==> src/rtl/wbar_pkg.sv <==
package wbar_pkg;
  localparam int unsigned BAR_ID_W = 32;
  localparam int unsigned GLB_BIT  = 31;

  typedef enum logic {
    SYNC_LOCAL  = 1'b0,
    SYNC_GLOBAL = 1'b1
  } sync_mode_e;
endpackage

==> src/rtl/wbar_popcnt.sv <==
module wbar_popcnt #(
  parameter int unsigned IN_W  = 8,
  parameter int unsigned OUT_W = 4
) (
  input  logic [IN_W-1:0]  vec,
  output logic [OUT_W-1:0] cnt
);
  always_comb begin
    cnt = '0;
    for (int i = 0; i < IN_W; i++) cnt += OUT_W'(vec[i]);
  end
endmodule

==> src/rtl/wbar_decode.sv <==
module wbar_decode
  import wbar_pkg::*;
#(
  parameter int unsigned NB    = 4,
  parameter int unsigned CNT_W = 4,
  parameter int unsigned IDX_W = 2
) (
  input  logic                clk,
  input  logic                rst_n,
  input  logic                valid,
  input  logic [BAR_ID_W-1:0] bar_id,
  input  logic [CNT_W-1:0]    count,
  output logic                take,
  output logic [IDX_W-1:0]    idx,
  output sync_mode_e          mode,
  output logic                err
);
  logic waits;
  logic in_range;

  // count of 0 or 1 never waits
  assign waits    = valid && (count >= CNT_W'(2));
  assign in_range = bar_id[GLB_BIT-1:0] < (GLB_BIT)'(NB);
  assign take     = waits && in_range;
  assign err      = waits && !in_range;
  assign idx      = bar_id[IDX_W-1:0];
  assign mode     = sync_mode_e'(bar_id[GLB_BIT]);


  short_pass_chk: assert property (@(posedge clk) disable iff (!rst_n)
    (valid && count < CNT_W'(2)) |-> (!take && !err));
endmodule

==> src/rtl/wbar_slot.sv <==
module wbar_slot
  import wbar_pkg::*;
#(
  parameter int unsigned NW    = 8,
  parameter int unsigned LANES = 2,
  parameter int unsigned CNT_W = 4,
  parameter int unsigned WID_W = 3
) (
  input  logic                        clk,
  input  logic                        rst_n,
  input  logic [LANES-1:0]            hit,
  input  logic [LANES-1:0][WID_W-1:0] wid,
  input  logic [LANES-1:0][CNT_W-1:0] cnt,
  input  logic [LANES-1:0]            glb,
  input  logic [CNT_W-1:0]            active_n,
  output logic [NW-1:0]               rel_mask,
  output logic                        req,
  output logic [CNT_W-1:0]            req_cnt
);
  logic [NW-1:0]    arr_q;
  logic [NW-1:0]    arr_nxt;
  logic [CNT_W-1:0] tgt_cnt;
  logic [CNT_W-1:0] seen;
  logic [CNT_W-1:0] goal;
  logic             tgt_glb;
  logic             any_hit;
  logic             done;

  // merge every lane of this cycle; last lane sets target and mode
  always_comb begin
    arr_nxt = arr_q;
    tgt_cnt = '0;
    tgt_glb = 1'b0;
    any_hit = 1'b0;
    for (int l = 0; l < LANES; l++) begin
      if (hit[l]) begin
        arr_nxt[wid[l]] = 1'b1;
        tgt_cnt         = cnt[l];
        tgt_glb         = glb[l];
        any_hit         = 1'b1;
      end
    end
  end

  wbar_popcnt #(.IN_W(NW), .OUT_W(CNT_W)) u_seen (.vec(arr_nxt), .cnt(seen));

  assign goal = tgt_glb ? active_n : tgt_cnt;
  assign done = any_hit && (seen == goal);

  always_ff @(posedge clk) begin
    if (!rst_n) begin
      arr_q    <= '0;
      rel_mask <= '0;
      req      <= 1'b0;
      req_cnt  <= '0;
    end else begin
      rel_mask <= '0;
      req      <= 1'b0;
      if (done) begin
        arr_q <= '0;
        if (tgt_glb) begin
          req     <= 1'b1;
          req_cnt <= tgt_cnt;
        end else begin
          rel_mask <= arr_nxt;
        end
      end else begin
        arr_q <= arr_nxt;
      end
    end
  end


  rel_after_hit_chk: assert property (@(posedge clk) disable iff (!rst_n)
    (|rel_mask) |-> $past(|hit));

  clear_after_release_chk: assert property (@(posedge clk) disable iff (!rst_n)
    ((|rel_mask) || req) |-> (arr_q == '0));

  req_after_global_chk: assert property (@(posedge clk) disable iff (!rst_n)
    req |-> $past(|(hit & glb)));
endmodule

==> src/rtl/warp_barrier.sv <==
module warp_barrier
  import wbar_pkg::*;
#(
  parameter int unsigned NUM_WARPS    = 8,
  parameter int unsigned NUM_BARRIERS = 4,
  parameter int unsigned LANES        = 2,
  parameter int unsigned CORE_W       = 4,
  localparam int unsigned WID_W = $clog2(NUM_WARPS),
  localparam int unsigned CNT_W = $clog2(NUM_WARPS + 1),
  localparam int unsigned IDX_W = $clog2(NUM_BARRIERS)
) (
  input  logic                                  clk,
  input  logic                                  rst_n,
  input  logic [CORE_W-1:0]                     core_id,
  input  logic [NUM_WARPS-1:0]                  active_warps,
  input  logic [LANES-1:0]                      arr_valid,
  input  logic [LANES-1:0][BAR_ID_W-1:0]        arr_bar_id,
  input  logic [LANES-1:0][CNT_W-1:0]           arr_count,
  input  logic [LANES-1:0][WID_W-1:0]           arr_wid,
  output logic [LANES-1:0]                      suspend,
  output logic [LANES-1:0]                      bar_err,
  output logic [NUM_WARPS-1:0]                  resume_mask,
  output logic [NUM_BARRIERS-1:0]               gbar_req,
  output logic [NUM_BARRIERS-1:0][CNT_W-1:0]    gbar_count,
  output logic [CORE_W-1:0]                     gbar_core
);
  logic [LANES-1:0]                   lane_take;
  logic [LANES-1:0][IDX_W-1:0]        lane_idx;
  logic [LANES-1:0]                   lane_glb;
  logic [NUM_BARRIERS-1:0][LANES-1:0] hit_m;
  logic [NUM_BARRIERS-1:0][NUM_WARPS-1:0] rel_m;
  logic [CNT_W-1:0]                   active_n;
  logic [CORE_W-1:0]                  core_q;

  for (genvar l = 0; l < LANES; l++) begin : g_lane
    sync_mode_e mode_l;
    wbar_decode #(.NB(NUM_BARRIERS), .CNT_W(CNT_W), .IDX_W(IDX_W)) u_dec (
      .clk    (clk),
      .rst_n  (rst_n),
      .valid  (arr_valid[l]),
      .bar_id (arr_bar_id[l]),
      .count  (arr_count[l]),
      .take   (lane_take[l]),
      .idx    (lane_idx[l]),
      .mode   (mode_l),
      .err    (bar_err[l])
    );
    assign lane_glb[l] = (mode_l == SYNC_GLOBAL);
    assign suspend[l]  = lane_take[l];
  end

  wbar_popcnt #(.IN_W(NUM_WARPS), .OUT_W(CNT_W)) u_active (
    .vec (active_warps),
    .cnt (active_n)
  );

  for (genvar b = 0; b < NUM_BARRIERS; b++) begin : g_bar
    for (genvar l = 0; l < LANES; l++) begin : g_hit
      assign hit_m[b][l] = lane_take[l] && (lane_idx[l] == IDX_W'(b));
    end
    wbar_slot #(.NW(NUM_WARPS), .LANES(LANES), .CNT_W(CNT_W), .WID_W(WID_W)) u_slot (
      .clk      (clk),
      .rst_n    (rst_n),
      .hit      (hit_m[b]),
      .wid      (arr_wid),
      .cnt      (arr_count),
      .glb      (lane_glb),
      .active_n (active_n),
      .rel_mask (rel_m[b]),
      .req      (gbar_req[b]),
      .req_cnt  (gbar_count[b])
    );
  end

  always_comb begin
    resume_mask = '0;
    for (int b = 0; b < NUM_BARRIERS; b++) resume_mask |= rel_m[b];
  end

  always_ff @(posedge clk) begin
    if (!rst_n) core_q <= '0;
    else        core_q <= core_id;
  end
  assign gbar_core = core_q;


  err_excl_chk: assert property (@(posedge clk) disable iff (!rst_n)
    (bar_err & suspend) == '0);

  glb_core_chk: assert property (@(posedge clk) disable iff (!rst_n)
    (|gbar_req) |-> (gbar_core == $past(core_id)));
endmodule

==> config.mk <==
export PLATFORM = sky130hd
export DESIGN_NAME = warp_barrier
export DESIGN_NICKNAME = d
export VERILOG_FILES = /design/src/rtl/wbar_pkg.sv /design/src/rtl/wbar_popcnt.sv /design/src/rtl/wbar_decode.sv /design/src/rtl/wbar_slot.sv /design/src/rtl/warp_barrier.sv
export SDC_FILE = /design/constraint.sdc
export NUM_CORES = 1
export LEC_CHECK = 0
export BUFFER_PORTS_ARGS = -buffer_cell sky130_fd_sc_hd__buf_2
export CORE_MARGIN = 2
export CORE_UTILIZATION = 59
export DETAILED_ROUTE_END_ITERATION = 16
export PLACE_DENSITY = 0.86
export SETUP_SLACK_MARGIN = 0.02
export SYNTH_ARGS = -nofsm -noshare
export SYNTH_HDL_FRONTEND = slang
export SYNTH_SLANG_ARGS = --single-unit
export TNS_END_PERCENT = 20
==> constraint.sdc <==
create_clock -name clk -period 11.85 [get_ports clk]
set_input_delay 2.37 -clock clk [delete_from_list [all_inputs] [get_ports clk]]
set_output_delay 2.37 -clock clk [all_outputs]
set_load 0.03 [all_outputs]
# == Word level (Yosys, flattened, before mapping) ==
# Index checks and enable logic that the tools add are counted.
# classes
add_sub_neg,35
n_lt_le_gt_ge,8
n_eq_ne,10
muxes,44
n_bitwise,16
reduce_logical,40
# op_table
cell,n
4-bit by 1-bit adder with 4-bit output,22
8-bit bitwise OR,11
8-bit two-way mux,8
"31-bit by 3-bit less-than comparator with 1-bit output, second input constant",2
4-bit two-way mux,12
1-bit two-way mux,22
1-bit logical AND,20
3-bit by 1-bit adder with 4-bit output,4
4-bit equality test,4
2-bit AND reduction,8
2-bit by 1-bit adder with 3-bit output,4
3-bit OR reduction,4
1-bit by 1-bit adder with 2-bit output,5
"2-bit equality test, second input constant",4
"4-bit by 2-bit >= comparator with 1-bit output, second input constant",2
"3-bit by 4-bit less-than comparator with 1-bit output, second input constant",2
2-bit OR reduction,4
1-bit demux with 3-bit select,2
"3-bit by 1-bit >= comparator with 1-bit output, second input constant",2
1-bit inverter,5
"2-bit by 1-bit equality test with 1-bit output, second input constant",2
2-bit logical NOT,2
1-bit logical NOT,2
# word_totals
ff_bits,88
in_bits,94
output_inout_bits,36
word_cells,170

# == Logic depth before layout (Yosys ltp) ==
# depth
word_depth,19
mapped_depth,24
depth_no_buf,22

# == Modules after synthesis ==
# Synthesis repeated with hierarchy kept, for this count alone.
# unflattened
cells_unflattened,698
area_unflattened_um2,5905.7
# by_module_without_submodules
mod,instances,cells_per_inst,area_each_um2,seq_area_each_um2
wbar_slot (g_bar[1].u_slot ...),2,130,1069.8,420.4
wbar_slot (g_bar[0].u_slot),1,131,1238.7,420.4
wbar_slot (g_bar[3].u_slot),1,131,1103.6,420.4
wbar_popcnt,5,24,190.2,0.0
wbar_decode,2,16,122.6,0.0
warp_barrier,1,24,227.7,80.1

# == Worst setup path before layout ==
# Ideal clock, no wire load.
# synth_path
kind,input-to-reg
from,input port arr_bar_id[54] (netlist bit)
to,register g_bar[2].u_slot.req_cnt[0]
setup_ns,0.072
t_arrival_ns,7.304
t_required_ns,11.778
slack_ns,4.474
path_stages,24
n_path_buf,3
cell_sequence,nor4_1 -> nand4_1 -> buf_2 -> nor3_1 -> clkbuf_1 -> a211oi_1 -> inv_1 -> fa_1 -> inv_1 -> fa_1 -> fa_1 -> inv_1 -> ha_1 -> inv_1 -> fa_1 -> xnor2_1 -> a21oi_1 -> a31oi_1 -> o22ai_1 -> and3_1 -> o21ai_0 -> or3_1 -> clkbuf_1 -> mux2i_1
# synth_between
elab_cells_between_ends,18
classes_between,7 x add/sub; 1 x order compare; 1 x eq/ne; 5 x mux; 4 x reduce/logical
# synth_lines
element,line_no,rtl
from (decl),warp_barrier.sv:17,"input logic [LANES-1:0][BAR_ID_W-1:0] arr_bar_id,"
31-bit by 3-bit less-than comparator with 1-bit output,wbar_decode.sv:23,assign in_range = bar_id[GLB_BIT-1:0] < (GLB_BIT)'(NB);
1-bit logical AND,wbar_decode.sv:24,assign take = waits && in_range;
1-bit logical AND,warp_barrier.sv:59,assign hit_m[b][l] = lane_take[l] && (lane_idx[l] == IDX_W'(b));
8-bit two-way mux,wbar_slot.sv:36,if (hit[l]) begin
via g_bar[2].u_slot.arr_nxt[3],wbar_slot.sv:21,logic [NW-1:0] arr_nxt;
3-bit by 1-bit adder with 4-bit output,wbar_popcnt.sv:10,for (int i = 0; i < IN_W; i++) cnt += OUT_W'(vec[i]);
4-bit by 1-bit adder with 4-bit output (4 in a row),wbar_popcnt.sv:10,
4-bit equality test,wbar_slot.sv:48,assign done = any_hit && (seen == goal);
1-bit logical AND,wbar_slot.sv:48,
2-bit AND reduction (no source line),--,
to (signal assigned),wbar_slot.sv:63,req_cnt <= tgt_cnt;
to (decl),wbar_slot.sv:18,output logic [CNT_W-1:0] req_cnt
# The timed path passes the listed nets, and every way through them passes these cells.
# A chain may end at the register's enable or synchronous reset.

# == Worst setup path in the final report ==
# layout_path
from,input port arr_bar_id[9] (netlist bit)
to,register g_bar[3].u_slot.rel_mask[4]
# layout_between
elab_chain_cells,17
elab_cells_between_ends,24
classes_between,7 x add/sub; 1 x order compare; 1 x eq/ne; 9 x mux; 2 x bitwise; 4 x reduce/logical
# layout_lines
element,line_no,rtl
31-bit by 3-bit less-than comparator with 1-bit output *,wbar_decode.sv:23,
1-bit logical AND *,wbar_decode.sv:24,
1-bit logical AND *,warp_barrier.sv:59,
8-bit two-way mux *,wbar_slot.sv:36,
8-bit bitwise OR (no source line),--,
8-bit two-way mux *,wbar_slot.sv:36,
via g_bar[3].u_slot.arr_nxt[1],wbar_slot.sv:21,
1-bit by 1-bit adder with 2-bit output *,wbar_popcnt.sv:10,
2-bit by 1-bit adder with 3-bit output *,wbar_popcnt.sv:10,
3-bit by 1-bit adder with 4-bit output *,wbar_popcnt.sv:10,
4-bit by 1-bit adder with 4-bit output * (4 in a row),wbar_popcnt.sv:10,
4-bit equality test *,wbar_slot.sv:48,
1-bit logical AND *,wbar_slot.sv:48,
1-bit inverter (no source line) *,--,
3-bit OR reduction (no source line) *,--,
to (signal assigned),wbar_slot.sv:65,rel_mask <= arr_nxt;
to (decl),wbar_slot.sv:16,"output logic [NW-1:0] rel_mask,"
# Mark *: on every way through the listed nets, which the timed path passes. The rest lies on a longest branch.

==> reports/qor.txt <==
status - finished clean
leakage power - 0.002903 µW
multi-input logic area - 0.003359 mm²
Area contributors post-synth - dfxtp_1 (32%), fa_1 (7.2%), nor2_1 (6.8%)
most frequent cell after synthesis - nor2_1
area share of the largest cell type after synthesis - 0.3183
total CTS buffers - 9
utilization after layout - 0.6961
worst min-delay path category - reg -> reg
Filler cells - 751
Syn Std Cell Area - 0.005535 mm²
starting density of the core - 0.6048
Yosys cell types - 66
unrepaired setup endpoints after global routing - false
warnings from Yosys - 0
PwrDens - 92.33 mW/mm²
register share of total power - 0.504
largest fanout on the critical path - 13
grt ovf - 0
PortBufs - 129
Post-DP HPWL - 13.53 mm
Post-CTS Setup Repair Bufs - 0
min cycle time layout - 8.116 ns
CTS max path bufs - 2
Reg area - 0.001762 mm²
CTS tree - yes
Die Ht - 100.9 µm
final cell count without fillers - 891
endpoints failing hold - 0
htree depth - 3
drt total wl - 17.26 mm
via count of the routed design - 5587
full die area - 0.01017 mm²
ys async rst share - 0
clk_lat worst skew - 0.36 ns
syn nets - 794
P_int - 410.1 µW
average wire per standard cell - 19.37 µm
Worst EP arrival - 8.42 ns
vias in the first global route - 5406
Clock Sinks - 88
Initial DRC Count - 419
VDD IR-drop max - 69.72 µV
sw frac - 0.3028
period utilization - 0.6849
worst path required time - 12.15 ns
most instantiated cells after synthesis - nor2_1 (101), dfxtp_1 (88), inv_1 (60)
first-pass GRT wire length - 27.17 mm
kind of end point of the critical path - register
power share of the clock group - 0.347
largest net degree at the start of global routing - 27
Antenna Diode Count - 0
Syn Area/Cell - 8.324 µm²
setup tns final - 0 ns
Area Growth Syn to Fin - 15.10%
P_sw - 178.1 µW
EDFF count, synth - 0
Clock Skew - 0.01431 ns
Logic pwr share - 0.149
Seq/Total Area, Yosys - 0.3183
slowest stage delay, CP - 0.74 ns
core area - 0.009153 mm²
GRT Util Overall - 0.3454
# DRC - 0
clock-pin slew on the worst setup and hold paths - 0.10 ns
placed cells - 875
post-route ant nets - 0
IO Pins - 130
Peak Freq - 123.2 MHz
final setup violating endpoints - 0
# rows - 35
measured slew at the worst slew-check pin - 1.009 ns
final slew viol count - 0
slowest CP cell - or4_1
Root Driver - clkbuf_8
hold buffers post-CTS - 0
initial antenna violation count - 0
Die Width - 100.9 µm
leading area contributor after synthesis - dfxtp_1
max_cap viols - 0
layout cells sized above 1 - 0.2295
GPL Wtd Cong - 1.068
slew margin rel. - 0.3212
DR vias/cell - 6.270
CP cell instances - buf_2 -> nor4_1 -> nand4_1 -> nor3_2 -> nand3_1 -> nor2_1 -> a211oi_1 -> inv_1 -> fa_1 -> inv_1 -> fa_1 -> fa_1 -> inv_1 -> ha_1 -> inv_1 -> fa_1 -> xnor2_1 -> nor2_1 -> a221oi_2 -> nand4_1 -> or4_1 -> nor2_2
WS Path Type - in -> reg
Setup crit start kind - input pin
register bit count reported by yosys - 88
Top FF cell, synth - dfxtp_1
Pre-Repair DR Iteration Count - 5
CTS resizes - 0
# nets final - 904
post-synthesis instance total - 665
cell usage in the layout, fill, tap and decap left out, types with 6 or more instances in the layout:
master	instances
buf_2	129
nor2_1	101
dfxtp_1	88
inv_1	60
nand2_1	37
a211oi_1	34
nor3_1	27
nor4_1	25
fa_1	20
ha_1	15
xor2_1	13
xnor2_1	12
mux2i_1	12
o21a_1	11
nand3_1	10
or4_1	10
a41oi_1	10
a31oi_1	9
o21ai_0	9
clkbuf_8	9
a21oi_1	8
and3_1	8
nor2_2	8
nand4_1	7
or3_1	7
nand3b_1	7
o22ai_1	6
buf_4	6
final timing paths:
check | from | end | slack [ns] | cells past startpoint
worst max-delay path | arr_bar_id[9] | g_bar[3].u_slot.rel_mask[4] | 3.73 | 22
worst min register to register | g_bar[3].u_slot.req_cnt[1] | g_bar[3].u_slot.req_cnt[1] | 0.46 | 2
worst min-delay path | g_bar[3].u_slot.req_cnt[1] | g_bar[3].u_slot.req_cnt[1] | 0.46 | 2
worst max register to register | g_bar[3].u_slot.arr_q[1] | g_bar[3].u_slot.rel_mask[4] | 6.91 | 16
cell families after synthesis:
| family | Yosys count | synth area share |
|---|---|---|
| adder cells (fa/ha/maj) | 35 | 0.1062 |
| flip-flops | 88 | 0.3183 |
| AND/OR/NAND/NOR | 276 | 0.2550 |
| AO/OA/AOI/OAI | 127 | 0.1716 |
| buffers and inverters | 96 | 0.07482 |
| XOR/XNOR | 25 | 0.03956 |
| multiplexers | 18 | 0.03458 |
per-layer routing:
metal / vias up / routed length, µm / track usage / part of all wire
met3: 63 / 1685 / 0.05340 / 0.098
li1: 2576 / - / - / -
met2: 372 / 8672 / 0.6256 / 0.50
met1: 2576 / 6204 / 0.4095 / 0.36
met5: - / 0 / 0 / 0
met4: 0 / 696 / 0.1307 / 0.040
power groups by stage:
stage / Clock (µW) / Sequential, µW / Combinational [µW]
after detailed placement: 0 / 303 / 84.8
after global placement: 0 / 303 / 83.2
after CTS: 205 / 296 / 85.6
after global routing: 216 / 296 / 93.7
after floorplan: 0 / 305 / 45.2
final: 204 / 296 / 87.8
worst max-delay path: cells and delay by family:
family,cells,cell delay (ns)
and+or+nand+nor,9,3.04
adders and majority gates,5,1.83
buffers and inverters,5,0.46
AOI/OAI and AO/OA,2,0.43
xor gates and xnor gates,1,0.28
registers in the layout, summed over array words and instances (netlist names):
register               cells
gbar_core                  4
g_bar.u_slot.req           4
g_bar.u_slot.req_cnt      16
g_bar.u_slot.arr_q        32
g_bar.u_slot.rel_mask     32
stage by stage:
step | hold slack [ns] | instance area, µm² | setup slack (ns) | power, µW
after floorplan | 0.4544 | 5535 | 4.474 | 350.0
after global placement | 0.4457 | 6176 | 3.743 | 386.4
after detailed placement | 0.4484 | 6176 | 3.455 | 388.0
after CTS | 0.4628 | 6371 | 3.798 | 586.6
after global routing | 0.4857 | 6371 | 3.340 | 606.4
final | 0.4580 | 6371 | 3.734 | 588.2
layout make-up:
type                            instances  share of cell area
Multi-Input combinational cell        481              0.5273
Sequential cell                        88              0.2765
Timing Repair Buffer                  135              0.1084
Inverter                               60             0.03535
Tap cell                              111             0.02180
Clock buffer                            9             0.01944
Clock inverter                          7             0.01119
(Power assumes the default switching activity.)
